### src/rtl/kpad_pkg.sv
package kpad_pkg;
  localparam int ENTRY_SLOTS = 8;
  localparam int ENTRY_W     = 8;
  localparam int ROW_FIELD   = 4;
  localparam int COL_FIELD   = 3;
  localparam int DEB_W       = 10;
  localparam int THR_W       = 4;
  localparam int CNT_W       = 4;
  localparam int ADDR_W      = 5;

  localparam logic [ADDR_W-1:0] ADDR_CTRL     = 5'd0;
  localparam logic [ADDR_W-1:0] ADDR_STATUS   = 5'd1;
  localparam logic [ADDR_W-1:0] ADDR_ENTRY_LO = 5'd2;
  localparam logic [ADDR_W-1:0] ADDR_ENTRY_HI = 5'd3;

  // Strobes from the sweep sequencer to the datapath.
  typedef struct packed {
    logic                 sample;
    logic                 sweepEnd;
    logic [ROW_FIELD-1:0] row;
  } scanStrobe_t;
endpackage

### src/rtl/kpad_ctrl.sv
module kpad_ctrl
  import kpad_pkg::*;
#(
  parameter int NUM_ROWS  = 16,
  parameter int SCAN_BASE = 16,
  parameter int SWEEP_GAP = 5
) (
  input  logic                 clk,
  input  logic                 rstN,
  input  logic                 enable,
  input  logic [DEB_W-1:0]     debounce,
  output scanStrobe_t          strb,
  output logic [NUM_ROWS-1:0]  rowDrive
);
  localparam int TIMER_W = $clog2(SCAN_BASE + (1 << DEB_W) + SWEEP_GAP + 1);
  localparam logic [ROW_FIELD-1:0] LAST_ROW = ROW_FIELD'(NUM_ROWS - 1);
  localparam logic [TIMER_W-1:0]   GAP_LAST = TIMER_W'(SWEEP_GAP - 1);

  typedef enum logic {PH_GAP, PH_ROW} phase_t;

  phase_t               phase;
  logic [TIMER_W-1:0]   timer;
  logic [ROW_FIELD-1:0] rowIdx;
  logic [TIMER_W-1:0]   slotLast;
  logic                 lastTick;

  always_comb begin
    slotLast      = TIMER_W'(SCAN_BASE) + TIMER_W'(debounce) - TIMER_W'(1);
    lastTick      = (phase == PH_ROW) && (timer >= slotLast);
    strb.sample   = lastTick;
    strb.sweepEnd = lastTick && (rowIdx == LAST_ROW);
    strb.row      = rowIdx;
  end

  always_ff @(posedge clk or negedge rstN) begin
    if (!rstN) begin
      phase  <= PH_GAP;
      timer  <= '0;
      rowIdx <= '0;
    end else if (!enable) begin
      phase  <= PH_GAP;
      timer  <= '0;
      rowIdx <= '0;
    end else begin
      unique case (phase)
        PH_GAP: begin
          if (timer == GAP_LAST) begin
            phase  <= PH_ROW;
            timer  <= '0;
            rowIdx <= '0;
          end else begin
            timer <= timer + TIMER_W'(1);
          end
        end
        PH_ROW: begin
          if (lastTick) begin
            timer <= '0;
            if (rowIdx == LAST_ROW) phase <= PH_GAP;
            else                    rowIdx <= rowIdx + ROW_FIELD'(1);
          end else begin
            timer <= timer + TIMER_W'(1);
          end
        end
        default: phase <= PH_GAP;
      endcase
    end
  end

  for (genvar r = 0; r < NUM_ROWS; r++) begin : g_rowDrv
    assign rowDrive[r] = (phase == PH_ROW) && (rowIdx == ROW_FIELD'(r));
  end
endmodule

### src/rtl/kpad_datapath.sv
module kpad_datapath
  import kpad_pkg::*;
#(
  parameter int NUM_ROWS = 16,
  parameter int NUM_COLS = 8
) (
  input  logic                 clk,
  input  logic                 rstN,
  input  logic                 regWe,
  input  logic                 regRe,
  input  logic [ADDR_W-1:0]    regAddr,
  input  logic [31:0]          regWdata,
  output logic [31:0]          regRdata,
  input  scanStrobe_t          strb,
  input  logic [NUM_COLS-1:0]  colSense,
  output logic                 enable,
  output logic [DEB_W-1:0]     debounce,
  output logic [CNT_W-1:0]     pendCount,
  output logic                 irq
);
  localparam int POS_W = $clog2(ENTRY_SLOTS + NUM_COLS + 1);
  localparam logic [POS_W-1:0] SLOTS = POS_W'(ENTRY_SLOTS);

  logic             kpEn, fifoEn;
  logic [THR_W-1:0] thresh;
  logic             kpSt, fifoSt;

  logic [ENTRY_W-1:0]  entryBuf  [ENTRY_SLOTS];
  logic [ENTRY_W-1:0]  stage     [ENTRY_SLOTS];
  logic [ENTRY_W-1:0]  stageNext [ENTRY_SLOTS];
  logic [CNT_W-1:0]    stageCnt, cntNext;
  logic [NUM_COLS-1:0] maskReg   [NUM_ROWS];
  logic [NUM_COLS-1:0] rowMask;
  logic [POS_W-1:0]    pos       [NUM_COLS+1];

  logic wrCtrl, wrStatus, rdClear, kpHit, fifoHit;

  assign wrCtrl   = regWe && (regAddr == ADDR_CTRL);
  assign wrStatus = regWe && (regAddr == ADDR_STATUS);
  assign rdClear  = regRe && (regAddr == ADDR_ENTRY_HI);

  // Running slot index for each pressed column of the sampled row.
  assign pos[0] = POS_W'(stageCnt);
  for (genvar c = 0; c < NUM_COLS; c++) begin : g_pos
    assign pos[c+1] = pos[c] + POS_W'(colSense[c]);
  end

  always_comb begin
    rowMask = '0;
    for (int r = 0; r < NUM_ROWS; r++)
      if (strb.row == ROW_FIELD'(r)) rowMask = maskReg[r];
  end

  always_comb begin
    for (int k = 0; k < ENTRY_SLOTS; k++) stageNext[k] = stage[k];
    for (int c = 0; c < NUM_COLS; c++)
      if (colSense[c] && (pos[c] < SLOTS))
        stageNext[pos[c][2:0]] = {1'b1, strb.row, COL_FIELD'(c)};
    cntNext = (pos[NUM_COLS] > SLOTS) ? CNT_W'(ENTRY_SLOTS) : CNT_W'(pos[NUM_COLS]);
  end

  assign kpHit   = strb.sample && |(colSense & ~rowMask);
  assign fifoHit = strb.sweepEnd && (cntNext != '0) && (cntNext >= CNT_W'(thresh));

  always_ff @(posedge clk or negedge rstN) begin
    if (!rstN) begin
      enable   <= 1'b0;
      kpEn     <= 1'b0;
      fifoEn   <= 1'b0;
      debounce <= '0;
      thresh   <= '0;
    end else if (wrCtrl) begin
      enable   <= regWdata[0];
      kpEn     <= regWdata[1];
      fifoEn   <= regWdata[3];
      debounce <= regWdata[13:4];
      thresh   <= regWdata[17:14];
    end
  end

  for (genvar r = 0; r < NUM_ROWS; r++) begin : g_mask
    always_ff @(posedge clk or negedge rstN) begin
      if (!rstN) maskReg[r] <= '0;
      else if (regWe && regAddr == (ADDR_W'(16) + ADDR_W'(r)))
        maskReg[r] <= regWdata[NUM_COLS-1:0];
    end
  end

  always_ff @(posedge clk or negedge rstN) begin
    if (!rstN) begin
      kpSt   <= 1'b0;
      fifoSt <= 1'b0;
    end else begin
      kpSt   <= kpHit   | (kpSt   & ~(wrStatus & regWdata[0]));
      fifoSt <= fifoHit | (fifoSt & ~(wrStatus & regWdata[2]));
    end
  end

  always_ff @(posedge clk or negedge rstN) begin
    if (!rstN) begin
      for (int k = 0; k < ENTRY_SLOTS; k++) begin
        stage[k]    <= '0;
        entryBuf[k] <= '0;
      end
      stageCnt  <= '0;
      pendCount <= '0;
    end else begin
      if (!enable || strb.sweepEnd) begin
        for (int k = 0; k < ENTRY_SLOTS; k++) stage[k] <= '0;
        stageCnt <= '0;
      end else if (strb.sample) begin
        for (int k = 0; k < ENTRY_SLOTS; k++) stage[k] <= stageNext[k];
        stageCnt <= cntNext;
      end
      if (strb.sweepEnd) begin
        for (int k = 0; k < ENTRY_SLOTS; k++) entryBuf[k] <= stageNext[k];
        pendCount <= cntNext;
      end else if (rdClear) begin
        pendCount <= '0;
      end
    end
  end

  always_comb begin
    regRdata = '0;
    if (regAddr == ADDR_CTRL)
      regRdata = {14'b0, thresh, debounce, fifoEn, 1'b0, kpEn, enable};
    else if (regAddr == ADDR_STATUS)
      regRdata = {24'b0, pendCount, 1'b0, fifoSt, 1'b0, kpSt};
    else if (regAddr == ADDR_ENTRY_LO)
      regRdata = {entryBuf[3], entryBuf[2], entryBuf[1], entryBuf[0]};
    else if (regAddr == ADDR_ENTRY_HI)
      regRdata = {entryBuf[7], entryBuf[6], entryBuf[5], entryBuf[4]};
    else
      for (int r = 0; r < NUM_ROWS; r++)
        if (regAddr == (ADDR_W'(16) + ADDR_W'(r))) regRdata = 32'(maskReg[r]);
  end

  assign irq = (kpSt & kpEn) | (fifoSt & fifoEn);
endmodule

### src/rtl/kpad_scan.sv
module kpad_scan
  import kpad_pkg::*;
#(
  parameter int NUM_ROWS  = 16,
  parameter int NUM_COLS  = 8,
  parameter int SCAN_BASE = 16,
  parameter int SWEEP_GAP = 5
) (
  input  logic                 clk,
  input  logic                 rstN,
  input  logic                 regWe,
  input  logic                 regRe,
  input  logic [4:0]           regAddr,
  input  logic [31:0]          regWdata,
  output logic [31:0]          regRdata,
  input  logic [NUM_COLS-1:0]  colSense,
  output logic [NUM_ROWS-1:0]  rowDrive,
  output logic                 irq
);
  scanStrobe_t      strb;
  logic             scanEn;
  logic [DEB_W-1:0] debounce;
  logic [CNT_W-1:0] pendCount;

  kpad_ctrl #(
    .NUM_ROWS(NUM_ROWS), .SCAN_BASE(SCAN_BASE), .SWEEP_GAP(SWEEP_GAP)
  ) u_ctrl (
    .clk(clk), .rstN(rstN), .enable(scanEn), .debounce(debounce),
    .strb(strb), .rowDrive(rowDrive)
  );

  kpad_datapath #(
    .NUM_ROWS(NUM_ROWS), .NUM_COLS(NUM_COLS)
  ) u_dp (
    .clk(clk), .rstN(rstN), .regWe(regWe), .regRe(regRe), .regAddr(regAddr),
    .regWdata(regWdata), .regRdata(regRdata), .strb(strb), .colSense(colSense),
    .enable(scanEn), .debounce(debounce), .pendCount(pendCount), .irq(irq)
  );
endmodule

### config.mk
export PLATFORM = sky130hd
export DESIGN_NAME = kpad_scan
export DESIGN_NICKNAME = d
export VERILOG_FILES = /design/src/rtl/kpad_pkg.sv /design/src/rtl/kpad_ctrl.sv /design/src/rtl/kpad_datapath.sv /design/src/rtl/kpad_scan.sv
export SDC_FILE = /design/constraint.sdc
export NUM_CORES = 1
export LEC_CHECK = 0
export ABC_AREA = 0
export BUFFER_PORTS_ARGS = -buffer_cell sky130_fd_sc_hd__buf_2
export CORE_AREA = 2 2 185 187
export DETAILED_ROUTE_END_ITERATION = 8
export DIE_AREA = 0 0 187 189
export GPL_ROUTABILITY_DRIVEN = 0
export MAX_ROUTING_LAYER = met4
export PLACE_DENSITY = 0.76
export SYNTH_ARGS = -nofsm -noshare
export SYNTH_HDL_FRONTEND = slang
export SYNTH_HIERARCHICAL = 1
export SYNTH_SLANG_ARGS = --single-unit
### constraint.sdc
create_clock -name clk -period 5.5 [get_ports clk]
set_input_delay 1.375 -clock clk [delete_from_list [all_inputs] [get_ports clk]]
set_output_delay 1.375 -clock clk [all_outputs]
set_load 0.05 [all_outputs]
==> results by group <==
Logic synthesis
  • Synthesized netlist cell count: between 1.5k and 2k
  • Seq/Total Area, Yosys: 41.4%
  • Cell area after synthesis: between 15,000 and 20,000 µm²
  • Leading post-synthesis cells by cell area: dfrtp_1 41%, mux2_2 9.7%, mux2i_1 4.4%
  • Fraction of post-synthesis cell area in the top cell type by area: 41.4%
  • Mean cell area of the mapped netlist: 9.60 µm²
  • Most used flip-flop cell after synthesis: dfrtp_1
  • Synth cell types: 94
  • Library cell with the largest summed area after synthesis: dfrtp_1
  • Proportion of synthesized flip-flops having asynchronous set or reset: 100%
  • Total nets after synthesis: 1,971
  • Post-synth EDFFs: 0
  • Post-synthesis sequential element count: 299
  • Count of yosys warnings during synthesis: 6

Routing
  • 1st-pass router iterations: 6
  • Post-detailed-routing wire length: 56,300 µm
  • Remaining routing DRC violations: 0
  • Total via count in the routed design: 16.3k
  • Antenna violation net count after detailed routing: 0
  • WL per Instance: between 20 and 25 µm
  • Iteration-0 DRC count of the detailed router: 2,204
  • Number of vias per cell: 6.56

STA
  • Setup TNS after final layout: -0.00111 ns
  • Unrepaired setup endpoints after global routing: yes
  • Worst hold margin: a little under 0.5 ns
  • Hold violation total from the final report: 0
  • Fraction of the cycle the final worst path needs: 100%
  • Final setup violating endpoints: 1
  • Minimum setup slack in the final design: -0.00111 ns
  • Worst clock skew on the final layout: 0.0229 ns
  • Relative max-transition margin: approximately a fifth
  • Final critical path time including I/O delays and setup: 5.50 ns
  • Total count of max-transition violations in the final report: 0
  • Worst slew pin tran: 1.21 ns
  • Max Clk Rate: 0.182 GHz

Critical path
  • Startpoint of the worst-slack reg-to-reg timing path: u_dp/stageCnt[0]$_DFFE_PN0P_
  • Longest individual stage delay on the worst path: 0.31 ns
  • Worst Reg-to-Reg Cells: 25
  • Worst reg2reg path endpoint: u_dp/fifoSt$_DFF_PN0_
  • Worst setup path class: in -> reg
  • Nature of the critical path endpoint: flip-flop
  • Required time at the worst-slack endpoint: 5.91 ns
  • Most used cell along the critical path: ha_4
  • Element type at the critical path start: input port
  • Launch point of the critical path: colSense[0]
  • Slowest cell on the critical path: a211oi_1
  • Maximum fanout along the worst path: 4
  • Worst path arrival time: 5.91 ns
  • Register-to-register setup slack: 0.47 ns

Place
  • Final HPWL from detailed placement: roughly 40,000 µm
  • Placement Cell Area: a little under 20,000 µm²
  • Buffers added on ports: 83

Die
  • Height of the die: 189 µm
  • Die Outline Area: 35,300 µm²
  • Width of the chip: 187 µm
  • Site Rows: between 60 and 70
  • # IOs: 98
  • Effective utilization at floorplan: 54.3%
  • Core ar.: around 33,000 µm²

Hold path
  • End point of the worst hold path: u_dp/entryBuf[38]$_DFFE_PN0P_
  • Launch point of the worst hold path: u_dp/entryBuf[38]$_DFFE_PN0P_
  • Hold Path Cell Cnt: 2
  • Min-Delay Path Class: reg -> reg

Power
  • Power after layout: 0.00678 W
  • Total power divided by cell area: 322 nW/µm²
  • Leakage component of the power: slightly above 9 nW
  • Worst VDD drop: 289 µV

Global routing
  • Residual overflow from global routing: 0
  • Vias in the first global route: 15.7k
  • Largest net degree at the start of global routing: 111
  • Antenna violations before repair: 2
  • Wire length of the first global-routing pass: 87,500 µm
  • Overall Global Routing Usage: 32.2%

Finish
  • Most frequent cells in the layout: 298 x dfrtp_1, 192 x nand2_1, 179 x nor2_1, 156 x mux2_2, 143 x a21oi_1
  • Area growth, synth to finish: 16.5%
  • Most common cell after layout, fill and taps aside: dfrtp_1
  • Fraction of layout instances using a drive strength above 1: 24.4%
  • Total Nets Final: 2,098
  • Cell area after layout: about 21,000 µm²
  • Filler cell count: 2,646

Outcome
  • Run status: finished, violations left
  • Violations in the final reports: setup timing

Clock network
  • Cts bufs inserted: 35
  • Clk_lat worst skew: 0.55 ns
  • Sink Count: 299
  • Root cell of the clock tree: clkbuf_16
  • Number of levels in the clock H-tree: 2
  • Hold bufs inserted after CTS: 0
  • Clock edge transition at the registers on the reported setup and hold paths: roughly 0.060 ns
  • Maximum root-to-sink buffer count: 3
  • CTS tree: yes

Flow run
  • Max Cap Violations: 0
[cells in the mapped netlist, types with 15 or more instances]
| master | number |
|---|---|
| a21oi_1 | 145 |
| a22o_1 | 17 |
| a22oi_1 | 22 |
| a31oi_1 | 19 |
| and2_1 | 17 |
| and3_1 | 15 |
| buf_1 | 15 |
| clkbuf_1 | 84 |
| dfrtp_1 | 299 |
| ha_1 | 38 |
| inv_1 | 41 |
| mux2_2 | 156 |
| mux2i_1 | 79 |
| nand2_1 | 193 |
| nand2b_1 | 37 |
| nand3_1 | 59 |
| nor2_1 | 179 |
| nor2b_1 | 17 |
| nor3_1 | 43 |
| o21ai_0 | 91 |
| o221ai_1 | 15 |
| o22ai_1 | 27 |
| or3_1 | 17 |
| xnor2_1 | 20 |
[sequential cells by signal, indices dropped and copies added, names as in the netlist]
| signal | count |
|---|---|
| u_ctrl/rowIdx | 4 |
| u_ctrl/timer | 11 |
| u_dp/pendCount | 4 |
| u_dp/fifoSt | 1 |
| u_dp/entryBuf | 64 |
| u_dp/thresh | 4 |
| u_dp/enable | 1 |
| u_dp/fifoEn | 1 |
| u_dp/kpEn | 1 |
| u_dp/stageCnt | 4 |
| u_dp/maskReg | 128 |
| u_dp/stage | 64 |
| u_ctrl/phase | 1 |
| u_dp/kpSt | 1 |
| u_dp/debounce | 10 |
[logic make-up after synthesis]
logic type	count (synthesis)	share of synthesized area (%)
buffers and inverters	154	3.45
muxes	250	15.9
AOI/OAI and AO/OA	463	16.8
xor gates and xnor gates	48	3.35
DFF	299	41.4
adders and majority gates	38	2.63
and+or+nand+nor	632	16.5
[cell type report]
type	instances	area, µm²	area share (%)
Antenna cell	1	2.50	0.0119
Clock buffer	50	992	4.71
Clock inverter	11	174	0.826
Inverter	41	154	0.731
Multi-Input combinational cell	1431	10300	48.8
Sequential cell	299	7480	35.5
Tap cell	448	561	2.66
Timing Repair Buffer	203	1420	6.75
[per-layer routing]
layer / wire length, µm / global-route usage, % / vias up
met2: 25400 / 49.1 / 967
li1: - / - / 7144
met3: 5490 / 6.39 / 220
met5: 0 / - / -
met4: 2790 / 14.8 / 0
met1: 22600 / 41.9 / 7975
[worst max path at each step]
stage / to / slack (ns)
3_3_place_gp: u_dp/fifoSt$_DFF_PN0_ / -0.49
4_1_cts: u_dp/stage[46]$_DFFE_PN0P_ / -0.01
2_1_floorplan: u_dp/fifoSt$_DFF_PN0_ / -0.44
3_5_place_dp: u_dp/fifoSt$_DFF_PN0_ / -0.61
5_1_grt: u_dp/fifoSt$_DFF_PN0_ / -0.14
6_report: u_dp/fifoSt$_DFF_PN0_ / -0.001
[stage by stage]
stage               setup slack (ns)  std cells  utilization (%)
floorplan                     -0.439       1884                -
global placement              -0.494       2418             59.4
detailed placement            -0.608       2418             59.4
CTS                          -0.0131       2481             62.9
global route                  -0.139       2484             63.3
finish                      -0.00111       2484             63.3
[worst max-delay path: cells and delay by family]
family          cells  cell delay, ns
compound gates      7            1.16
xor+xnor            2            0.39
simple gates        3            0.29
mux                 1            0.17
fa+ha+maj           9            2.09
buf+inv             4            0.42
[power breakdown]
part,internal (W),switching [W]
Clock,0.00141,0.000954
Combinational,0.000801,0.000976
Sequential,0.00241,0.000222
[timing repair]
| action | CTS | global route |
|---|---|---|
| resized for setup | 3 | 15 |
| pin swaps | 7 | 22 |
| buffers inserted | 2 | 3 |
| gates cloned | 0 | 0 |
| setup endpoints to repair | 1 | 74 |
| hold endpoints to repair | 0 | 0 |
(Power assumes the default switching activity.)
